### src/rtl/mcyc_pkg.sv
`timescale 1ns/1ps
package mcyc_pkg;
  localparam int IDX_W     = 6;
  localparam int WORD_W    = 32;
  localparam int CS_W      = 4;
  localparam int BS_W      = 4;
  localparam int GP_W      = 6;
  localparam int CS_LSB    = 0;
  localparam int BS_LSB    = CS_LSB + CS_W;
  localparam int GP_LSB    = BS_LSB + BS_W;
  localparam int WAIT_BIT  = 30;
  localparam int LAST_BIT  = 31;

  localparam logic [IDX_W-1:0] START_RD_SINGLE = 6'h00;
  localparam logic [IDX_W-1:0] START_RD_BURST  = 6'h08;
  localparam logic [IDX_W-1:0] START_WR_SINGLE = 6'h18;
  localparam logic [IDX_W-1:0] START_WR_BURST  = 6'h20;
  localparam logic [IDX_W-1:0] START_REFRESH   = 6'h30;
  localparam logic [IDX_W-1:0] START_EXCEPTION = 6'h3C;

  localparam logic [1:0] MODE_NORMAL = 2'b00;

  typedef struct packed {
    logic [GP_W-1:0] gp;
    logic [BS_W-1:0] bs;
    logic [CS_W-1:0] cs;
  } pins_t;

  // Grant vector positions, highest priority first
  localparam int G_EXC = 3;
  localparam int G_REF = 2;
  localparam int G_ACC = 1;
  localparam int G_RUN = 0;

  function automatic pins_t word_pins(input logic [WORD_W-1:0] w);
    pins_t p;
    p.cs = w[CS_LSB +: CS_W];
    p.bs = w[BS_LSB +: BS_W];
    p.gp = w[GP_LSB +: GP_W];
    return p;
  endfunction

  function automatic logic [IDX_W-1:0] access_start(input logic wr, input logic burst);
    case ({wr, burst})
      2'b00:   return START_RD_SINGLE;
      2'b01:   return START_RD_BURST;
      2'b10:   return START_WR_SINGLE;
      default: return START_WR_BURST;
    endcase
  endfunction

  function automatic logic [IDX_W-1:0] next_index(input logic [IDX_W-1:0] i);
    return i + IDX_W'(1);
  endfunction
endpackage

### src/rtl/mcyc_wait_sync.sv
`timescale 1ns/1ps
module mcyc_wait_sync #(
  parameter int STAGES = 2
) (
  input  logic clk,
  input  logic rst_n,
  input  logic async_i,
  output logic sync_o
);
  logic [STAGES-1:0] chain_q;

  always_ff @(posedge clk or negedge rst_n) begin
    if (!rst_n) chain_q <= '0;
    else        chain_q <= {chain_q[STAGES-2:0], async_i};
  end

  assign sync_o = chain_q[STAGES-1];
endmodule

### src/rtl/mcyc_pattern_ram.sv
`timescale 1ns/1ps
module mcyc_pattern_ram #(
  parameter int IDX_W  = 6,
  parameter int WORD_W = 32
) (
  input  logic              clk,
  input  logic              rst_n,
  input  logic              we_i,
  input  logic [IDX_W-1:0]  waddr_i,
  input  logic [WORD_W-1:0] wdata_i,
  input  logic [IDX_W-1:0]  raddr_i,
  output logic [WORD_W-1:0] rdata_o
);
  localparam int DEPTH = 1 << IDX_W;

  logic [WORD_W-1:0] mem [DEPTH];

  always_ff @(posedge clk) begin
    if (we_i) mem[waddr_i] <= wdata_i;
  end

  assign rdata_o = mem[raddr_i];

  AST_WRITE_LANDS: assert property (@(posedge clk) disable iff (!rst_n)
    we_i |=> mem[$past(waddr_i)] == $past(wdata_i));
endmodule

### src/rtl/mcyc_arbiter.sv
`timescale 1ns/1ps
module mcyc_arbiter
  import mcyc_pkg::*;
(
  input  logic             clk,
  input  logic             rst_n,
  input  logic             busy_i,
  input  logic [1:0]       op_mode_i,
  input  logic             acc_req_i,
  input  logic             acc_write_i,
  input  logic             acc_burst_i,
  input  logic             refresh_req_i,
  input  logic             timeout_req_i,
  input  logic             run_req_i,
  input  logic [IDX_W-1:0] run_index_i,
  output logic             start_o,
  output logic [IDX_W-1:0] start_idx_o,
  output logic [3:0]       grant_o
);
  logic acc_ok;

  assign acc_ok = acc_req_i && (op_mode_i == MODE_NORMAL);

  always_comb begin
    grant_o        = '0;
    grant_o[G_EXC] = timeout_req_i;
    grant_o[G_REF] = !busy_i && !timeout_req_i && refresh_req_i;
    grant_o[G_ACC] = !busy_i && !timeout_req_i && !refresh_req_i && acc_ok;
    grant_o[G_RUN] = !busy_i && !timeout_req_i && !refresh_req_i && !acc_ok && run_req_i;
  end

  always_comb begin
    start_idx_o = run_index_i;
    if (grant_o[G_EXC])      start_idx_o = START_EXCEPTION;
    else if (grant_o[G_REF]) start_idx_o = START_REFRESH;
    else if (grant_o[G_ACC]) start_idx_o = access_start(acc_write_i, acc_burst_i);
  end

  assign start_o = |grant_o;

  AST_GRANT_ONEHOT: assert property (@(posedge clk) disable iff (!rst_n)
    $onehot0(grant_o));
  AST_BUSY_BLOCKS: assert property (@(posedge clk) disable iff (!rst_n)
    (busy_i && !timeout_req_i) |-> !start_o);
  AST_MODE_GATES: assert property (@(posedge clk) disable iff (!rst_n)
    (op_mode_i != MODE_NORMAL) |-> !grant_o[G_ACC]);
endmodule

### src/rtl/mcyc_sequencer.sv
`timescale 1ns/1ps
module mcyc_sequencer
  import mcyc_pkg::*;
#(
  parameter int SYNC_STAGES = 2
) (
  input  logic              clk,
  input  logic              rst_n,
  input  logic [1:0]        op_mode_i,
  input  logic              acc_req_i,
  input  logic              acc_write_i,
  input  logic              acc_burst_i,
  input  logic              refresh_req_i,
  input  logic              timeout_req_i,
  input  logic              run_req_i,
  input  logic [IDX_W-1:0]  run_index_i,
  input  logic              wait_i,
  input  logic              cfg_we_i,
  input  logic [IDX_W-1:0]  cfg_addr_i,
  input  logic [WORD_W-1:0] cfg_wdata_i,
  output logic [CS_W-1:0]   cs_o,
  output logic [BS_W-1:0]   bs_o,
  output logic [GP_W-1:0]   gp_o,
  output logic              busy_o
);
  logic              run_q;
  logic [IDX_W-1:0]  idx_q;
  pins_t             pins_q;
  logic [WORD_W-1:0] cur_word;
  logic              wait_sync;
  logic              start_take;
  logic [IDX_W-1:0]  start_idx;
  logic [3:0]        grant;
  logic              ram_we;
  logic              word_waits;
  logic              word_last;
  logic              freeze;
  logic              step;

  mcyc_arbiter u_arb (
    .clk           (clk),
    .rst_n         (rst_n),
    .busy_i        (run_q),
    .op_mode_i     (op_mode_i),
    .acc_req_i     (acc_req_i),
    .acc_write_i   (acc_write_i),
    .acc_burst_i   (acc_burst_i),
    .refresh_req_i (refresh_req_i),
    .timeout_req_i (timeout_req_i),
    .run_req_i     (run_req_i),
    .run_index_i   (run_index_i),
    .start_o       (start_take),
    .start_idx_o   (start_idx),
    .grant_o       (grant)
  );

  mcyc_wait_sync #(.STAGES(SYNC_STAGES)) u_sync (
    .clk     (clk),
    .rst_n   (rst_n),
    .async_i (wait_i),
    .sync_o  (wait_sync)
  );

  assign ram_we = cfg_we_i && !run_q;

  mcyc_pattern_ram #(.IDX_W(IDX_W), .WORD_W(WORD_W)) u_ram (
    .clk     (clk),
    .rst_n   (rst_n),
    .we_i    (ram_we),
    .waddr_i (cfg_addr_i),
    .wdata_i (cfg_wdata_i),
    .raddr_i (idx_q),
    .rdata_o (cur_word)
  );

  // Named per-word events for the checks below
  assign word_waits = cur_word[WAIT_BIT];
  assign word_last  = cur_word[LAST_BIT];
  assign freeze     = run_q && word_waits && wait_sync;
  assign step       = run_q && !freeze && !start_take;

  always_ff @(posedge clk or negedge rst_n) begin
    if (!rst_n) begin
      run_q  <= 1'b0;
      idx_q  <= '0;
      pins_q <= '0;
    end else begin
      pins_q <= run_q ? word_pins(cur_word) : '0;
      if (start_take) begin
        run_q <= 1'b1;
        idx_q <= start_idx;
      end else if (step) begin
        if (word_last) run_q <= 1'b0;
        else           idx_q <= next_index(idx_q);
      end
    end
  end

  assign cs_o   = pins_q.cs;
  assign bs_o   = pins_q.bs;
  assign gp_o   = pins_q.gp;
  assign busy_o = run_q;

  AST_IDLE_QUIET: assert property (@(posedge clk) disable iff (!rst_n)
    !run_q |=> (pins_q == '0));
  AST_STEP_NEXT: assert property (@(posedge clk) disable iff (!rst_n)
    (step && !word_last) |=> (run_q && idx_q == next_index($past(idx_q))));
  AST_LAST_STOPS: assert property (@(posedge clk) disable iff (!rst_n)
    (step && word_last) |=> !run_q);
  AST_FREEZE_HOLDS: assert property (@(posedge clk) disable iff (!rst_n)
    (freeze && !timeout_req_i) |=> (run_q && $stable(idx_q)));
  AST_EXC_ABORTS: assert property (@(posedge clk) disable iff (!rst_n)
    timeout_req_i |=> (run_q && idx_q == START_EXCEPTION));
  AST_WORD_SHOWN: assert property (@(posedge clk) disable iff (!rst_n)
    run_q |=> (pins_q == word_pins($past(cur_word))));
endmodule

### config.mk
export PLATFORM = sky130hd
export DESIGN_NAME = mcyc_sequencer
export DESIGN_NICKNAME = d
export VERILOG_FILES = /design/src/rtl/mcyc_pkg.sv /design/src/rtl/mcyc_wait_sync.sv /design/src/rtl/mcyc_pattern_ram.sv /design/src/rtl/mcyc_arbiter.sv /design/src/rtl/mcyc_sequencer.sv
export SDC_FILE = /design/constraint.sdc
export NUM_CORES = 1
export LEC_CHECK = 0
export BUFFER_PORTS_ARGS = -buffer_cell sky130_fd_sc_hd__buf_2
export CAP_MARGIN = 20
export CORE_MARGIN = 10
export CORE_UTILIZATION = 37
export DETAILED_ROUTE_END_ITERATION = 6
export PLACE_DENSITY_LB_ADDON = 0.05
export SLEW_MARGIN = 15
export SYNTH_ARGS = -nofsm -noshare
export SYNTH_HDL_FRONTEND = slang
export SYNTH_SLANG_ARGS = --single-unit
### constraint.sdc
create_clock -name clk -period 5.1 [get_ports clk]
set_input_delay 0.255 -clock clk [delete_from_list [all_inputs] [get_ports clk]]
set_output_delay 0.255 -clock clk [all_outputs]
set_load 0.02 [all_outputs]
After elaboration in Yosys (flattened, before gate mapping)
Memory sizes are Yosys's and may differ from the RTL's. Index checks and enable logic that the tools add are counted.

Shifts and indexed selects: 0. Bitwise operators: 0. $mul: 0. Order comparisons: 0. Div/mod/pow operators: 0. Add/sub/neg operators: 1. Reduce and logical (&&, ||, !) cells: 25. Equal/unequal tests: 3. Mux-type cells: 13.

Operator list (count): 6-bit 2-to-1 mux (6); 6-bit case mux with 3 select lines (1); 14-bit 2-to-1 mux (1); 1-bit logical AND (12); 6-bit by 1-bit adder with 6-bit output, second input constant (1); 1-bit zero test (6); 1-bit 2-to-1 mux (5); 2-bit zero test (2); 2-bit AND reduction (2); 2-bit nonzero test (2); 4-bit OR reduction (1); 2-bit by 1-bit equality test with 1-bit output, second input constant (1); 2-bit equality test, second input constant (1); 2-bit by 1-bit != test with 1-bit output, second input constant (1).

Bits in latches: 0. Output and inout bits: 15. Bits in writable memories: 2048. Flip-flop bits (word level): 23. Memories: 1. Input port bits: 56. Memory bits (read-only): 0.

Memory list: u_ram.mem (depth 64, bits a word 32, rd ports 1, clocked after memory_dff 0, write ports 1, line mcyc_pattern_ram.sv:16) `logic [WORD_W-1:0] mem [DEPTH];`.

Depth between registers and ports, before layout
Gate-level depths: netlist (run 1).

Depth in word-level cells: 10. Mapped depth: 12. Gate-level depth less buffers: 7.

Modules after synthesis
A second synthesis (run 1) with hierarchy kept.

Cell total of the unflattened synthesis: 3394. Area total of the unflattened synthesis: 78975.7 um^2.

Modules (own cells, without submodules): mcyc_pattern_ram (instances 1, seq. area each 61499.0 um^2, cells an instance 3292, area each 77874.7 um^2); mcyc_sequencer (instances 1, seq. area each 525.5 um^2, cells an instance 68, area each 834.6 um^2); mcyc_arbiter (instances 1, seq. area each 0.0 um^2, cells an instance 32, area each 216.5 um^2); mcyc_wait_sync (instances 1, seq. area each 50.0 um^2, cells an instance 2, area each 50.0 um^2).

Least setup slack after synthesis (run 1)
Ideal clock, no wire load.

Path kind: reg-to-reg. Start point: register idx_q[1]. End point: register pins_q, in the netlist bs_o[0]. Required time: 4.981 ns. Arrival: 2.778 ns. Cell stages (with the launch flop): 9. Period minus slack after synthesis: 2.897 ns. Library setup time: 0.119 ns. Slack: 2.203 ns. Path through: dfrtp_1 -> buf_2 -> buf_2 -> buf_1 -> clkbuf_1 -> mux4_2 -> mux4_2 -> mux4_2 -> and2_1.

Word-level cells in the longest chain between the ends: 2.

RTL lines: from (decl) (line mcyc_sequencer.sv:27) `logic [IDX_W-1:0] idx_q;`; from (signal assigned) (line mcyc_sequencer.sv:91) `idx_q <= start_idx;`; from (signal assigned) (line mcyc_sequencer.sv:94) `else idx_q <= next_index(idx_q);`; memory read 64 x 32 bit; 14-bit 2-to-1 mux (line mcyc_sequencer.sv:88) `pins_q <= run_q ? word_pins(cur_word) : '0;`; to (signal assigned) (line mcyc_sequencer.sv:88); to (decl) (line mcyc_sequencer.sv:28) `pins_t pins_q;`.

Every way passes these cells. A chain may end at the register's enable or synchronous reset.

Worst setup path after layout (run 1)
Start point: register idx_q[1]. End point: register idx_q[0].

Word-level cells in the longest chain between the ends: 8.

RTL lines: memory read 64 x 32 bit *; 1-bit logical AND (2 in a row) (line mcyc_sequencer.sv:79) `assign freeze = run_q && word_waits && wait_sync;`; 1-bit zero test (line mcyc_sequencer.sv:80) `assign step = run_q && !freeze && !start_take;`; 1-bit logical AND (2 in a row) (line mcyc_sequencer.sv:80); 2-bit nonzero test (no source line); 2-bit AND reduction (no source line) *.

Every way passes the cells marked *; elsewhere a longest branch is shown, timed or not.

==> results of run 1 <==
-- flip-flops by register name (all words and copies together) (netlist names) --
signal / flops
u_sync.chain_q: 2
gp_o: 6
bs_o: 4
idx_q: 6
u_ram.mem: 1024
busy_o: 1
cs_o: 4
-- metrics by stage --
stage | worst slack [ps] | util | total power [mW]
3_3_place_gp | 1470 | 0.398 | 14.9
3_5_place_dp | 1450 | 0.399 | 14.9
5_1_grt | 785 | 0.432 | 23.2
6_report | 986 | 0.433 | 22.3
4_1_cts | 989 | 0.432 | 22.7
2_1_floorplan | 2200 | - | 12.9
-- worst max-delay path: cells and delay by family (launching register included) --
family / cells / cell delay, ps
AOI/OAI and AO/OA: 3 / 630
muxes: 2 / 790
buffers and inverters: 2 / 960
DFF: 1 / 990
and+or+nand+nor: 2 / 570
-- layer usage --
metal,vias to the layer above,track usage
li1,7647,-
met1,9957,0.236
met2,455,0.277
met3,126,0.0379
met4,8,0.0468
met5,-,0
-- worst max-delay path by stage --
stage	slack, ps	depth (start not counted)	end
after floorplan	2200	8	bs_o[0]
after global placement	1470	8	idx_q[5]
after detailed placement	1450	8	idx_q[4]
after CTS	990	9	idx_q[0]
after global routing	790	9	idx_q[0]
final	990	9	idx_q[0]
-- synth_stat cells (2+ instances only) --
library cell,number
edfxtp_1,1024
mux4_2,315
nor2_1,82
clkbuf_1,40
buf_2,27
dfrtp_1,23
mux2i_1,20
and2_1,14
nand2_1,14
buf_1,12
a21oi_1,11
nand3_1,7
a211oi_1,6
buf_6,6
nand3b_1,6
o21ai_0,6
buf_4,5
nor2b_1,5
nor3_1,4
o22ai_1,4
a22oi_1,3
ha_1,3
inv_1,3
mux4_1,3
nand4_1,3
nor3b_1,3
o221ai_1,3
o31ai_1,3
or2_2,3
a31oi_1,2
o22a_1,2
o2bb2ai_1,2
or3_1,2
or4_1,2
-- kinds of logic (layout without fill, tap and decap cells) --
family                     count (synthesis)  in the layout  synth area share
adders and majority gates                  3              3          0.000933
AOI/OAI and AO/OA                         50             50           0.00858
muxes                                    339            339             0.184
DFF                                     1047           1047             0.778
other                                      0              7                 0
buffers and inverters                     94            380            0.0112
and+or+nand+nor                          149            149            0.0173
-- final cells by class --
class	instances	area [sq um]	share of cell area
Antenna cell	7	17.5	0.000377
Clock buffer	150	3030	0.0651
Clock inverter	59	452	0.00971
Inverter	4	15.0	0.000323
Multi-Input combinational cell	541	8630	0.186
Sequential cell	1047	31300	0.674
Tap cell	1403	1760	0.0377
Timing Repair Buffer	167	1270	0.0272
-- power groups by stage --
| stage | Sequential (mW) | Clock, mW | Combinational (mW) |
|---|---|---|---|
| final | 9.82 | 7.74 | 4.78 |
| after floorplan | 9.83 | 0 | 3.09 |
| after global routing | 9.83 | 8.29 | 5.10 |
| after detailed placement | 10.0 | 0 | 4.93 |
| after global placement | 10.0 | 0 | 4.89 |
| after CTS | 9.82 | 7.94 | 4.94 |
-- repair_timing --
action                                  CTS  global route
endpoints found under the setup margin    0             0
hold buffers                              9             1
buffers inserted                          0             0
hold endpoints to repair                 31            15
==> metrics, run 1 <==
Die Width 350 um; CTS Buf Count 112; via/cell ratio 5.39; number of I/O port buffers 54; Sw Share 0.275; largest net degree at the start of global routing 70; status finished, final reports clean; Routed Antenna Nets 0; Tmin final 4110 ps; hold depth 4; WHS 80.2 ps; WL per Instance 31.1 um; Tcrit/Tclk final 0.807; wl on met1 46100 um; leading area contributor after synthesis edfxtp_1; post-synthesis cell count 1682; maximum single-stage delay on the critical path 990 ps; # setup viols final 0; Root Buffer clkbuf_16; R2R Path End idx_q[0]; RSZ-0062 raised after global routing no; die height 350 um; worst-path cell chain buf_12 -> mux4_2 -> mux2i_1 -> nand3b_1 -> a21oi_1 -> o2bb2ai_1 -> or2_2 -> a211oi_1 -> dlygate4sd3_1; CTS tree yes; Worst R2R Start idx_q[1]; Flop pwr share 0.440; CP Class reg2reg; Critical path origin idx_q[1]; Netlist cell types 48; HPWL Detailed 61300 um; layout cells sized above 1 0.351; Slew Limit Fails 0; synthesized area 40200 sq um; grt ovf 0; Crit-path slowest cell dfrtp_4; power share of the clock group 0.346; top cells by area, synth edfxtp_1 76%, mux4_2 18%, dfrtp_1 1.4%; # IOs 71; Clock Latency Late Sink 680 ps; RePlAce Congestion 0.764; Critical Path End Type flop; count of final hold-check violations 0; # fillers 9280; Final Cell Area 46500 sq um; sequential area share after synthesis 0.778; WHS Endpoint idx_q[5]; Initial Utilization 0.374; worst slew pin tran 1030 ps; DR iter-0 viols 1461; Tightest Hold Check Type in2reg; DR WL met2 50400 um; synth-to-layout area growth 15.6%; Psw 6.14 mW; Yosys reg bits 1047; # clock sinks 1047; Critical Path RT 5710 ps; Clock Skews 18.5 ps; clock slew at reported path FFs 60 ps; commonest non-fill, non-tap cells in the layout 1024 x edfxtp_1, 315 x mux4_2, 115 x clkbuf_16; Ys Warns 0; die area 122000 sq um; CP Max Fanout 56; Comb pwr share 0.214; DP Area 42900 sq um; final WL 105000 um; DP Cell Count 3151; Post-synth EDFFs 1024; Leak Pwr 14.2 nW; hold path start run_index_i[5]; R2R depth 9; global-route wire length before repair 148000 um; Synth top area share 0.764; Core Footprint 108000 sq um; wire length on met3 6100 um; vias in the first global route 19247; Total GRT Usage 0.172; Avg Cell Area, Syn 23.9 sq um; total number of vias 18193; Peak VDD IR 0.280 mV; final cell count without fillers 3378; predominant post-synthesis flop cell edfxtp_1; Fin Setup TNS 0 ps; # DRC 0; async set-reset flop share out of synthesis 0.0220; Max clock buf depth 3; 1st-pass router iterations 7; H-Tree Depth 3; crit path DAT 4730 ps; r2r setup slk 990 ps; initial antenna violation count 18; final-stage net count 1932; CP startpoint kind flop; Max Cap Viol 0; Slew HR 0.310; row count 120; post-cts sizing count 0; Mapped Nets 1741; cell internal pwr 16.2 mW; DR top layer met5; power per cell area 480 nW/um^2; fmax 0.243 GHz; commonest non-fill, non-tap cell in the layout edfxtp_1
No activity file was read; power rests on OpenSTA's default activity.
==> inputs of run 2 (changes only) <==
ABC_AREA = 1   (was unset)
clock period = 4.05 ns   (was 5.1 ns; I/O delays follow)
==> run 2 against run 1 <==
Compared with the run above: final cell count up 45%; non-clock buffer count increased by 40; register-to-register slack hardly changed; critical path type unchanged; critical endpoint is now idx_q[3]; largest power group unchanged.
==> metrics, run 2 <==
Root Buffer clkbuf_16; CP Max Fanout 15; H-Tree Depth 3; via/cell ratio 5.33; Netlist cell types 28; Post-synth EDFFs 1024; RSZ-0062 raised after global routing no; Max Cap Viol 0; # fillers 10225; power per cell area 651 nW/um^2; Ys Warns 0; post-synthesis cell count 3200; crit path DAT 3650 ps; Critical Path RT 4620 ps; Fin Setup TNS 0 ps; row count 122; CTS tree yes; Total GRT Usage 0.191; 1st-pass router iterations 6; commonest non-fill, non-tap cells in the layout 1024 x edfxtp_1, 644 x nor2_1, 409 x o21ai_0; Final Cell Area 47500 sq um; final-stage net count 3366; WHS 18.3 ps; RePlAce Congestion 0.774; synth-to-layout area growth 14.8%; post-synthesis simple-gate area fraction 0.109; Peak VDD IR 0.375 mV; worst-path cell chain inv_1 -> nand3_1 -> nand2_1 -> inv_1 -> nand3_1 -> inv_1 -> nor2_1 -> a22oi_1 -> dlygate4sd3_1 -> nand2_1 -> nand2_1; largest family of logic cells by synthesized area simple AND/OR/NAND/NOR gates; Leak Pwr 15.6 nW; Tcrit/Tclk final 0.760; Critical Path End Type flop; Clock Skews 17.8 ps; Initial Utilization 0.373; maximum single-stage delay on the critical path 640 ps; DR iter-0 viols 2298; # DRC 0; Routed Antenna Nets 0; global-route layer with the greatest usage met2; Clock Latency Late Sink 700 ps; number of I/O port buffers 54; layout cells sized above 1 0.105; Die Width 354 um; Avg Cell Area, Syn 12.9 sq um; GR Layer Usage met3 0.0300; leading area contributor after synthesis edfxtp_1; top-count cell post-synth edfxtp_1; fmax 0.325 GHz; Slew Limit Fails 0; die height 354 um; max reg flops 1024; Crit-path slowest cell inv_1; Yosys reg bits 1047; met2 usage 0.316; Adder-Cell Fraction of Synth Area 0.000907; grt ovf 0; CP Class reg2reg; GR Util met1 0.258; final WL 123000 um; count of final hold-check violations 0; CP delay by family, top buffers and inverters; Overall Power 30.9 mW; vias in the first global route 25488; post-cts sizing count 0; largest net degree at the start of global routing 104; Tightest Hold Check Type in2reg; die area 126000 sq um; CP startpoint kind flop; status finished, final reports clean; HPWL Detailed 69700 um; critical path buffer and inverter count 4; Mapped Nets 3259; CTS Buf Count 113; sequential area share after synthesis 0.757; xor and xnor area share after synthesis 0.000847; Tmin final 3080 ps; commonest cells in the netlist 1024 x edfxtp_1, 645 x nor2_1, 409 x o21ai_0, 260 x nand2_1, 170 x nand3_1; post-synthesis compound-gate area fraction 0.104; Max clock buf depth 3; Slew HR 0.322; Hold Buf Count CTS 14; async set-reset flop share out of synthesis 0.0220; Synth top area share 0.743; synthesized area 41400 sq um; # clock sinks 1047; global-route wire length before repair 178000 um; post-synthesis mux area share 0; multi-input logic area 8910 sq um; worst slew pin tran 1020 ps; # setup viols final 0; Core Footprint 111000 sq um; clock slew at reported path FFs 60 ps; # IOs 71; WL per Instance 25.2 um; predominant post-synthesis flop cell edfxtp_1; postcts setup bufs 0; top cells by area, synth edfxtp_1 74%, nor2_1 5.9%, o21ai_0 4.9%; initial antenna violation count 9; commonest non-fill, non-tap cell in the layout edfxtp_1; largest reg by FF count u_ram.mem; DP Area 43800 sq um; Reg area 31300 sq um; total number of vias 26057
[run 2: cell types whose count changed in the layout (fill, tap and decap cells not counted), sizes merged, moves of 93 or more]
| cell | before | now |
|---|---|---|
| o22ai | 4 | 127 |
| o21ai | 6 | 476 |
| nor2 | 82 | 646 |
| nand3 | 7 | 170 |
| o211ai | 1 | 94 |
| mux4 | 318 | 0 |
| nand2 | 14 | 262 |
[run 2: report_power, final]
group	internal, mW	total, mW	switching (mW)
sequential	12.0	12.2	0.129
combinational	2.40	8.92	6.51
clock	5.72	9.83	4.11
[run 2: worst register-to-register path, delay by kind of cell, from the launching register on]
kind | cells | cell delay (ps)
buf+inv | 4 | 1520
simple gates | 6 | 920
flops | 1 | 450
compound gates | 1 | 90
[run 2: cell type report]
cell class              count  share of cell area
diodes                      1           0.0000527
clock inverters            50             0.00746
well taps                1488              0.0392
flip-flops and latches   1047               0.660
inverters                  44             0.00374
repair buffers            207              0.0354
clock buffers             158              0.0667
multi-input cells        1894               0.188
[run 2: cell families (layout without fill, tap and decap cells)]
| kind of cell | after synthesis | after routing |
|---|---|---|
| AO/OA/AOI/OAI | 769 | 769 |
| XOR/XNOR | 4 | 4 |
| adder cells (fa/ha/maj) | 3 | 3 |
| buffers and inverters | 259 | 459 |
| flip-flops | 1047 | 1047 |
| other | 0 | 1 |
| AND/OR/NAND/NOR | 1118 | 1118 |
[run 2: metal layers]
metal	wire [um]	up-vias
met1	54100	13218
met4	3790	2
met2	59500	643
li1	-	12018
met5	13	-
met3	6030	176
[run 2: worst paths after layout]
path,startpoint,endpoint,slack (ps),depth (start not counted)
min reg2reg,u_sync.chain_q[0],u_sync.chain_q[1],360,0
min,cfg_wdata_i[2],u_ram.mem[12][2],20,1
max,busy_o,idx_q[3],970,11
max in group asynchronous,rst_n,idx_q[1],3400,2
max reg2reg,busy_o,idx_q[3],970,11
min in group asynchronous,rst_n,gp_o[5],110,2
[run 2: stage by stage]
step | util | setup WS (ps) | std cells
2_1_floorplan | - | 1790 | 3200
3_3_place_gp | 0.395 | 1050 | 4666
3_5_place_dp | 0.395 | 1040 | 4666
4_1_cts | 0.429 | 1040 | 4888
5_1_grt | 0.429 | 731 | 4888
6_report | 0.429 | 972 | 4889
